### config.mk
export PLATFORM = sky130hd
export DESIGN_NAME = stack_call_seq
export DESIGN_NICKNAME = d
export VERILOG_FILES = /design/src/rtl/scs_pkg.sv /design/src/rtl/scs_cond.sv /design/src/rtl/scs_step.sv /design/src/rtl/stack_call_seq.sv
export SDC_FILE = /design/constraint.sdc
export NUM_CORES = 1
export LEC_CHECK = 0
export ABC_AREA = 1
export BUFFER_PORTS_ARGS = -buffer_cell sky130_fd_sc_hd__buf_4
export CORE_UTILIZATION = 55
export CTS_CLUSTER_DIAMETER = 150
export CTS_CLUSTER_SIZE = 40
export DETAILED_ROUTE_END_ITERATION = 16
export PLACE_DENSITY = 0.82
export SLEW_MARGIN = 10
export SYNTH_ARGS = -nofsm -noshare
export SYNTH_HDL_FRONTEND = slang
export SYNTH_SLANG_ARGS = --single-unit
### constraint.sdc
create_clock -name clk -period 3.9 [get_ports clk]
set_clock_uncertainty 0.15 [all_clocks]
set_input_delay 0.585 -clock clk [delete_from_list [all_inputs] [get_ports clk]]
set_output_delay 0.585 -clock clk [all_outputs]
set_load 0.05 [all_outputs]
### src/rtl/scs_pkg.sv
package scs_pkg;
  localparam int ADDR_W = 16;
  localparam int DATA_W = 8;
  localparam int STEP_W = 3;
  localparam int VEC_SHIFT = 3;

  typedef enum logic [2:0] {
    OP_PUSH = 3'd0,
    OP_POP  = 3'd1,
    OP_CALL = 3'd2,
    OP_RST  = 3'd3,
    OP_RET  = 3'd4,
    OP_X5   = 3'd5,
    OP_X6   = 3'd6,
    OP_X7   = 3'd7
  } op_e;

  typedef enum logic [2:0] {
    ACC_NONE  = 3'd0,
    ACC_WR_HI = 3'd1,
    ACC_WR_LO = 3'd2,
    ACC_RD_LO = 3'd3,
    ACC_RD_HI = 3'd4
  } acc_e;

  // whether the transfer happens; only call and return are conditional
  function automatic logic op_taken(op_e op, logic cu, logic ok);
    if (op == OP_CALL || op == OP_RET) return !cu || ok;
    return 1'b1;
  endfunction

  // total machine cycles of an operation
  function automatic logic [STEP_W-1:0] op_cycles(op_e op, logic cu, logic ok);
    case (op)
      OP_PUSH: return 3'd4;
      OP_POP:  return 3'd3;
      OP_RST:  return 3'd4;
      OP_CALL: return (!cu || ok) ? 3'd6 : 3'd3;
      OP_RET:  return !cu ? 3'd4 : (ok ? 3'd5 : 3'd2);
      default: return 3'd1;
    endcase
  endfunction

  // which memory access a given step performs
  function automatic acc_e access_kind(op_e op, logic cu, logic tk,
                                       logic [STEP_W-1:0] step,
                                       logic [STEP_W-1:0] total);
    logic [STEP_W-1:0] rd0;
    rd0 = (op == OP_RET && cu) ? 3'd3 : 3'd2;
    if (!tk) return ACC_NONE;
    case (op)
      OP_PUSH, OP_CALL, OP_RST: begin
        if (step == total - 3'd1) return ACC_WR_HI;
        if (step == total)        return ACC_WR_LO;
      end
      OP_POP, OP_RET: begin
        if (step == rd0)        return ACC_RD_LO;
        if (step == rd0 + 3'd1) return ACC_RD_HI;
      end
      default: ;
    endcase
    return ACC_NONE;
  endfunction

  // flag byte: only the upper nibble is stored
  function automatic logic [DATA_W-1:0] flag_byte(logic [DATA_W-1:0] b);
    return {b[DATA_W-1:DATA_W/2], {(DATA_W/2){1'b0}}};
  endfunction

  function automatic logic [ADDR_W-1:0] next_sp(op_e op, logic tk, logic [ADDR_W-1:0] sp0);
    if (tk && (op == OP_PUSH || op == OP_CALL || op == OP_RST)) return sp0 - 16'd2;
    if (tk && (op == OP_POP || op == OP_RET)) return sp0 + 16'd2;
    return sp0;
  endfunction

  function automatic logic [ADDR_W-1:0] next_pc(op_e op, logic tk,
                                                 logic [ADDR_W-1:0] pc0,
                                                 logic [ADDR_W-1:0] tgt,
                                                 logic [2:0] vec,
                                                 logic [ADDR_W-1:0] popped);
    case (op)
      OP_CALL: return tk ? tgt : pc0 + 16'd3;
      OP_RST:  return ADDR_W'(vec) << VEC_SHIFT;
      OP_RET:  return tk ? popped : pc0 + 16'd1;
      default: return pc0 + 16'd1;
    endcase
  endfunction
endpackage

### src/rtl/scs_cond.sv
module scs_cond (
  input  logic [1:0] code,
  input  logic       fz,
  input  logic       fc,
  output logic       ok
);
  always_comb begin
    case (code)
      2'd0:    ok = !fz;
      2'd1:    ok = fz;
      2'd2:    ok = !fc;
      default: ok = fc;
    endcase
  end
endmodule

### src/rtl/scs_step.sv
module scs_step #(
  parameter int SW = 3
) (
  input  logic          clk,
  input  logic          rst_n,
  input  logic          launch,
  input  logic [SW-1:0] total_in,
  output logic          busy,
  output logic [SW-1:0] step,
  output logic [SW-1:0] total,
  output logic          last
);
  assign last = busy && (step == total);

  always_ff @(posedge clk) begin
    if (!rst_n) begin
      busy  <= 1'b0;
      step  <= '0;
      total <= '0;
    end else if (launch) begin
      busy  <= 1'b1;
      step  <= SW'(1);
      total <= total_in;
    end else if (last) begin
      busy <= 1'b0;
      step <= '0;
    end else if (busy) begin
      step <= step + SW'(1);
    end
  end
endmodule

### src/rtl/stack_call_seq.sv
module stack_call_seq
  import scs_pkg::*;
(
  input  logic                clk,
  input  logic                rst_n,
  input  logic                start,
  input  logic [2:0]          op,
  input  logic                cond_use,
  input  logic [1:0]          cond_code,
  input  logic                flag_z,
  input  logic                flag_c,
  input  logic                pair_is_flags,
  input  logic [ADDR_W-1:0]   pair_in,
  input  logic [ADDR_W-1:0]   sp_in,
  input  logic [ADDR_W-1:0]   pc_in,
  input  logic [ADDR_W-1:0]   target_in,
  input  logic [2:0]          vec_idx,
  input  logic [DATA_W-1:0]   mem_rdata,
  output logic [ADDR_W-1:0]   mem_addr,
  output logic [DATA_W-1:0]   mem_wdata,
  output logic                mem_we,
  output logic                mem_re,
  output logic                busy,
  output logic                done,
  output logic                taken,
  output logic [STEP_W-1:0]   cycles_used,
  output logic [ADDR_W-1:0]   sp_out,
  output logic [ADDR_W-1:0]   pc_out,
  output logic [ADDR_W-1:0]   pair_out
);
  op_e               op_in;
  logic              cond_ok, launch, taken_now, last;
  logic [STEP_W-1:0] total_now, step, total;
  op_e               op_q;
  logic              cu_q, tk_q, fl_q;
  logic [ADDR_W-1:0] sp0_q, pc0_q, val_q, tgt_q;
  logic [2:0]        vec_q;
  logic [DATA_W-1:0] lo_q, hi_q, lo_eff, hi_eff;
  logic [ADDR_W-1:0] popped, push_val;
  acc_e              acc;
  logic              wr_flag_lo;

  assign op_in = op_e'(op);

  scs_cond u_cond (.code(cond_code), .fz(flag_z), .fc(flag_c), .ok(cond_ok));

  assign launch    = start && !busy;
  assign taken_now = op_taken(op_in, cond_use, cond_ok);
  assign total_now = op_cycles(op_in, cond_use, cond_ok);

  scs_step #(.SW(STEP_W)) u_step (
    .clk(clk), .rst_n(rst_n), .launch(launch), .total_in(total_now),
    .busy(busy), .step(step), .total(total), .last(last)
  );

  // value a push-like operation stores
  always_comb begin
    case (op_in)
      OP_CALL: push_val = pc_in + 16'd3;
      OP_RST:  push_val = pc_in + 16'd1;
      default: push_val = pair_is_flags ? {pair_in[15:8], flag_byte(pair_in[7:0])} : pair_in;
    endcase
  end

  always_ff @(posedge clk) begin
    if (!rst_n) begin
      op_q  <= OP_PUSH;
      cu_q  <= 1'b0;
      tk_q  <= 1'b0;
      fl_q  <= 1'b0;
      sp0_q <= '0;
      pc0_q <= '0;
      val_q <= '0;
      tgt_q <= '0;
      vec_q <= '0;
    end else if (launch) begin
      op_q  <= op_in;
      cu_q  <= cond_use;
      tk_q  <= taken_now;
      fl_q  <= pair_is_flags;
      sp0_q <= sp_in;
      pc0_q <= pc_in;
      val_q <= push_val;
      tgt_q <= target_in;
      vec_q <= vec_idx;
    end
  end

  assign acc = busy ? access_kind(op_q, cu_q, tk_q, step, total) : ACC_NONE;

  always_comb begin
    mem_addr  = '0;
    mem_wdata = '0;
    mem_we    = 1'b0;
    mem_re    = 1'b0;
    case (acc)
      ACC_WR_HI: begin mem_addr = sp0_q - 16'd1; mem_wdata = val_q[15:8]; mem_we = 1'b1; end
      ACC_WR_LO: begin mem_addr = sp0_q - 16'd2; mem_wdata = val_q[7:0];  mem_we = 1'b1; end
      ACC_RD_LO: begin mem_addr = sp0_q;         mem_re = 1'b1; end
      ACC_RD_HI: begin mem_addr = sp0_q + 16'd1; mem_re = 1'b1; end
      default: ;
    endcase
  end

  // named event for the checker: flag byte leaving on the bus
  assign wr_flag_lo = (acc == ACC_WR_LO) && (op_q == OP_PUSH) && fl_q;

  always_ff @(posedge clk) begin
    if (!rst_n) begin
      lo_q <= '0;
      hi_q <= '0;
    end else begin
      if (acc == ACC_RD_LO) lo_q <= mem_rdata;
      if (acc == ACC_RD_HI) hi_q <= mem_rdata;
    end
  end

  assign hi_eff = (acc == ACC_RD_HI) ? mem_rdata : hi_q;
  assign lo_eff = (op_q == OP_POP && fl_q) ? flag_byte(lo_q) : lo_q;
  assign popped = {hi_eff, lo_eff};

  always_ff @(posedge clk) begin
    if (!rst_n) begin
      done        <= 1'b0;
      taken       <= 1'b0;
      cycles_used <= '0;
      sp_out      <= '0;
      pc_out      <= '0;
      pair_out    <= '0;
    end else begin
      done <= last;
      if (last) begin
        taken       <= tk_q;
        cycles_used <= total;
        sp_out      <= next_sp(op_q, tk_q, sp0_q);
        pc_out      <= next_pc(op_q, tk_q, pc0_q, tgt_q, vec_q, popped);
        if (op_q == OP_POP) pair_out <= popped;
      end
    end
  end
endmodule

==> metrics.yaml, run 1 <==
outcome:
  status: "complete, no violations"
placement:
  dp_hpwl_um: 22200
  numPortBuffers: 166
  gp_congestion: 0.971
power_and_ir_drop:
  power.density_nw_per_um2: 410
  switching_power_uw: 1670
  p_seq_frac: 0.372
  clkPwrFrac: 0.361
  vdd_drop_max_mv: 0.379
  leakage_uw: 0.00537
  switching_share: 0.355
  p_int_uw: 3050
  comb_power_share: 0.267
  power.total_uw: 4720
floorplan:
  ios: 167
  die_width_um: 130
  core_area_um2: 15900
  die_area_um2: 17000
  start_util: 0.567
  die_height_um: 130
  rows: 46
setup_path:
  path_cells: "nor2_4 -> nand4_4 -> o21ai_4 -> buf_12 -> nand3_4 -> ha_4 -> nand2_1 -> o21ai_2 -> inv_1 -> nand2_1 -> xor2_1 -> nand2_1 -> nand3_1 -> buf_6"
  cpMaxStageDelayCell: "dfxtp_4"
  cp_max_fo: 5
  slowest_delay_ns: 0.36
  cp.required_ns: 3.16
  criticalPathCategory: "flop to output port"
  crit_path_frequent_cell: "nand2_1"
  critPathLaunchType: "flop"
  cp-end-kind: "output port"
  critPathArrivalTime_ns: 3.08
synth:
  syn_area_um2: 9040
  synth_area_leaders: "dfxtp_1 (33%), nand2_1 (13%), o21ai_0 (7.8%)"
  syn-instance-count: 1393
  synth.net_count: 1506
  ys_types: 50
  yosysSeqAreaShare: 0.330
  synth_top_area_share: 0.330
  ys_ff_latch: 149
  synth_top_cell_by_area: "dfxtp_1"
  avgSynthCellArea_um2: 6.49
  ys_warn_count: 0
sta:
  hold_violations: 0
  grt_setup_unrepaired: "yes"
  setup_tns_ns: 0
  slew_headroom: 0.384
  fmax_mhz: 262
  min_period_ns: 3.81
  drv_slew: 0
  fin_crit_sh: 0.977
  finalSetupViolCount: 0
  hold_ws_ns: 0.206
  worstMarginPinSlew_ns: 0.922
cells_and_area:
  final_layout_size_suffix_gt1_frac: 0.194
  final_cell_mix: "nand2_1 (317), buf_4 (183), inv_1 (158)"
  num_antenna_cells: 0
  finish.utilization: 0.723
  nNetsFinal: 1659
  layout_commonest_cell: "nand2_1"
  syn2layout_area_growth_pct: 27.4
route:
  wirelength_um: 31000
  wl_per_cell_um: 17.5
  via_count: 10100
  drtPass1Iterations: 6
  avgViaCountPerCell: 5.69
  initialDrtViolationCount: 1287
  antenna_left: 0
  drc: 0
global_route:
  grt_pass1_wl_um: 46600
  grt_pass1_vias: 8922
  grtUsageTotal: 0.359
  grt-ovfl-total: 0
  antenna_found_initial: 0
  grt_max_degree: 79
clocking:
  clock_latency_ns: 0.43
  cts.sinks: 149
  path_clk_slew_ns: 0.06
  cts_tree: "done"
  cts_hold_buf: 0
  cts_buffers: 17
  h-tree-depth: 4
  root_buffer: "clkbuf_16"
  clockBufferDepth: 2
worst_hold_path:
  hold_path_class: "input port to flop"
run:
  cap_violations: 0
==> cells in the mapped netlist (all sizes together) <==
cell    count
nand3     118
clkinv      3
inv       165
a221o       1
a21boi      1
or2         4
nand3b      3
a22oi       1
a31oi      11
o21bai      3
a21oi     115
a22o        1
nor3       15
xnor2      12
xor2       41
nand2     329
a211oi      2
o211ai      4
o22ai       9
a32oi       1
o21ai     143
dfxtp     149
a311oi      1
nand4      21
nor4        1
ha         24
a41oi       2
fa          2
a21o        9
buf        26
clkbuf     34
o21a        1
nor2      139
and2        2
==> state kept, by name (all words and copies together), names as in the netlist, 8 cells and up <==
name      cells
pc0_q        16
sp_out       16
pair_out     16
lo_q          8
hi_q          8
val_q        16
pc_out       16
tgt_q        16
sp0_q        16
==> power by group through the flow <==
stage          sequential (uW)  combinational (uW)  clock [uW]
3_3_place_gp              1770                1140           0
2_1_floorplan             1890                 650           0
5_1_grt                   1770                1360        1770
3_5_place_dp              1780                1150           0
4_1_cts                   1740                1170        1690
6_report                  1750                1260        1700
==> layout make-up <==
type                    instances  area [um2]
inverters                     168         631
flip-flops and latches        149        2990
multi-input cells            1019        5550
repair buffers                191        1490
clock inverters                14         164
fillers                      1342        4420
clock buffers                  18         439
well taps                     216         270
==> final timing paths <==
kind / slack [ns] / endpoint / from / cells after the start
worst max register to register: 1.39 / sp_out[15]$_SDFFE_PN0P_ / u_step.step[0]$_SDFFE_PN0P_ / 9
worst max-delay path: 0.09 / mem_addr[6] / op_q[1]$_SDFFE_PN0P_ / 14
worst min-delay path: 0.21 / tgt_q[15]$_SDFFE_PN0P_ / target_in[15] / 3
worst min register to register: 0.30 / sp_out[13]$_SDFFE_PN0P_ / sp_out[13]$_SDFFE_PN0P_ / 2
==> worst max-delay path: cells and delay by family (launching register included) <==
kind | cells | cell delay (ns)
buffers and inverters | 3 | 0.38
xor gates and xnor gates | 1 | 0.20
DFF | 1 | 0.36
and+or+nand+nor | 7 | 0.92
AOI/OAI and AO/OA | 2 | 0.43
adders and majority gates | 1 | 0.35
==> metal layers <==
| layer | part of all wire | GRT usage | vias to the layer above | routed length (um) |
|---|---|---|---|---|
| met2 | 0.44 | 0.541 | 555 | 13600 |
| met4 | 0.027 | 0.129 | 0 | 846 |
| met3 | 0.099 | 0.0832 | 74 | 3080 |
| met1 | 0.44 | 0.499 | 4602 | 13500 |
| li1 | - | - | 4876 | - |
| met5 | 0 | 0 | - | 0 |
==> metrics by stage <==
step           setup WS (ns)  area, um2  std cells
2_1_floorplan          0.353       9040       1393
3_3_place_gp           0.365      10400       1732
3_5_place_dp           0.279      10400       1732
4_1_cts             -0.00604      11100       1766
5_1_grt              -0.0508      11500       1775
6_report              0.0889      11500       1775
==> repair_timing <==
item | 4_1_cts | 5_1_grt
hold endpoints to repair | 0 | 0
gates cloned | 2 | 1
setup endpoints to repair | 10 | 11
resized for setup | 3 | 73
buffers inserted | 0 | 8
pin swaps | 1 | 16
==> kinds of logic after synthesis <==
kind of cell,after synthesis,synth area share
simple gates,632,0.300
flops,149,0.330
buf+inv,228,0.100
fa+ha+maj,26,0.0376
xor+xnor,53,0.0513
compound gates,305,0.181
Power figures use the tool's default switching activity.
==> run 2, diff against run 1 <==
==> constraint.sdc (replaced) <==
create_clock -name clk -period 3.9 [get_ports clk]
set_clock_uncertainty 0.15 [all_clocks]
set_input_delay 0.195 -clock clk [delete_from_list [all_inputs] [get_ports clk]]
set_output_delay 0.195 -clock clk [all_outputs]
set_load 0.05 [all_outputs]
==> run 2 against run 1 <==
  * Clock power about the same
  * Worst hold slack got worse by 0.13 ns
  * Core utilization up 2.3 points
  * Fmax rose by 4.1%
  * Final area up 3.2%
  * Non-clock buffer count increased by 79
  * Sequential share of layout area decreased by 0.85 points
  * Cell count is 4.3% higher
  * Sequential cell count did not move
  * Routed wire length is 3.4% higher
  * Critical path depth up 4
  * Highest routed layer unchanged
==> metrics.yaml, run 2 (synthesis gave the netlist of run 1 again) <==
clocking:
  cts.sinks: 149
  root_buffer: "clkbuf_16"
  cts_buffers: 17
  cts_tree: "done"
  clock_latency_ns: 0.43
  h-tree-depth: 4
  path_clk_slew_ns: 0.07
  clockBufferDepth: 2
floorplan:
  die_height_um: 130
  die_width_um: 130
  rows: 46
  core_area_um2: 15900
  start_util: 0.567
  die_area_um2: 17000
  ios: 167
setup_path:
  timing.rr.end: "lo_q[2]$_SDFFE_PN0N_"
  critPathTopFamily: "simple AND/OR/NAND/NOR gates"
  slowest_delay_ns: 0.40
  r2r-start: "op_q[0]$_SDFFE_PN0P_"
  cpMaxStageDelayCell: "dfxtp_1"
  crit_start: "u_step.step[1]$_SDFFE_PP0P_"
  cp.required_ns: 3.56
  criticalPathCategory: "flop to output port"
  cp_max_fo: 15
  path_cells: "inv_1 -> nor2_1 -> nand3_1 -> o21ai_4 -> nand3_4 -> buf_12 -> ha_1 -> a21oi_1 -> nand2_1 -> nand3_1 -> nand2_1 -> nand3_1 -> nand2_1 -> nand2_1 -> nand2_1 -> nand2_1 -> nand3_1 -> buf_4"
  cp.depth: 18
  cp-end-kind: "output port"
  critPathArrivalTime_ns: 3.31
  reg2reg_depth: 9
  crit_path_frequent_cell: "nand2_1"
  r2r_slack_ns: 1.21
  critPathCapture: "mem_addr[13]"
  critPathLaunchType: "flop"
  path_buf_inv: 3
cells_and_area:
  final_layout_size_suffix_gt1_frac: 0.147
  nNetsFinal: 1735
  syn2layout_area_growth_pct: 31.5
  num_antenna_cells: 0
  nFillCells: 1276
  finish.utilization: 0.746
  final_cell_mix: "nand2_1 (324), buf_4 (185), inv_1 (160)"
  layout_commonest_cell: "nand2_1"
global_route:
  grt.busiest_layer: "met2"
  grt-ovfl-total: 0
  grt_pass1_vias: 9474
  grt_pass1_wl_um: 48800
  grt_max_degree: 64
  grt_use_met3: 0.103
  antenna_found_initial: 0
  global_route.usage.met1: 0.493
  use_met2: 0.604
  grtUsageTotal: 0.378
route:
  drtPass1Iterations: 6
  initialDrtViolationCount: 1254
  via_count: 10400
  wirelength_um: 32000
  avgViaCountPerCell: 5.63
  antenna_left: 0
  drc: 0
  wl_per_cell_um: 17.3
power_and_ir_drop:
  leakage_uw: 0.00565
  vdd_drop_max_mv: 0.335
  power.density_nw_per_um2: 398
sta:
  fmax_mhz: 273
  hold_violations: 0
  fin_crit_sh: 0.938
  setup_tns_ns: 0
  worstMarginPinSlew_ns: 1.06
  slew_headroom: 0.291
  finalSetupViolCount: 0
  min_period_ns: 3.66
  grt_setup_unrepaired: "no"
  drv_slew: 0
placement:
  gp_congestion: 0.954
  dp_hpwl_um: 22200
  numPortBuffers: 166
worst_hold_path:
  hold_path_class: "input port to flop"
run:
  cap_violations: 0
outcome:
  status: "complete, no violations"
[run 2: what timing repair did]
action | in CTS | in global routing
endpoints found under the setup margin | 0 | 2
hold buffers | 84 | 0
endpoints found under the hold margin | 79 | 0
gates resized for setup | 0 | 0
buffers inserted | 0 | 4
[run 2: where the power goes]
| part | leakage, uW | switching, uW | internal (uW) |
|---|---|---|---|
| sequential | 0.00122 | 108 | 1640 |
| clock | 0.000297 | 753 | 973 |
| combinational | 0.00413 | 821 | 441 |
[run 2: final cells by class]
| type | count | area [um2] | share of cell area |
|---|---|---|---|
| Clock buffer | 17 | 425 | 0.0358 |
| Clock inverter | 15 | 179 | 0.0150 |
| Inverter | 168 | 631 | 0.0530 |
| Multi-Input combinational cell | 1016 | 5160 | 0.434 |
| Sequential cell | 149 | 2980 | 0.251 |
| Tap cell | 216 | 270 | 0.0227 |
| Timing Repair Buffer | 270 | 2250 | 0.189 |
[run 2: per-stage QoR]
| step | hold slack (ns) | worst slack, ns | cell area [um2] | cells | power, uW |
|---|---|---|---|---|---|
| finish | 0.0777 | 0.240 | 11900 | 1851 | 4730 |
| floorplan | 0.148 | 0.743 | 9040 | 1393 | 2540 |
| global route | 0.110 | 0.0156 | 11900 | 1851 | 4920 |
| global placement | 0.244 | 0.544 | 10400 | 1731 | 2910 |
| detailed placement | 0.255 | 0.485 | 10400 | 1731 | 2920 |
| CTS | 0.0471 | 0.0205 | 11900 | 1847 | 4700 |
[run 2: per-layer routing]
layer	vias up	share of wire
met5	-	0
met2	599	0.46
li1	5007	-
met4	0	0.023
met3	62	0.10
met1	4747	0.42
[run 2: worst min path at each step]
stage / slack [ns] / cells past startpoint / to / from
after floorplan: 0.15 / 2 / vec_q[0]$_SDFFE_PN0P_ / vec_idx[0]
after global placement: 0.24 / 3 / sp0_q[11]$_SDFFE_PN0P_ / sp_in[11]
final: 0.08 / 5 / val_q[1]$_SDFFE_PN0P_ / pair_in[1]
after global routing: 0.11 / 5 / val_q[1]$_SDFFE_PN0P_ / pair_in[1]
after CTS: 0.05 / 5 / val_q[1]$_SDFFE_PN0P_ / pair_in[1]
after detailed placement: 0.25 / 3 / sp0_q[7]$_SDFFE_PN0P_ / sp_in[7]
[run 2: worst reg2reg max path, cell delays in order, from the launching register on]
cell and delay [ns]:
dfxtp_1 0.35, nor2_4 0.18, nand2_1 0.12, nand2_2 0.25, nand4_2 0.18, nand2_1 0.12, nand3_1 0.40, inv_2 0.54
nand2_1 0.16, a21oi_1 0.16
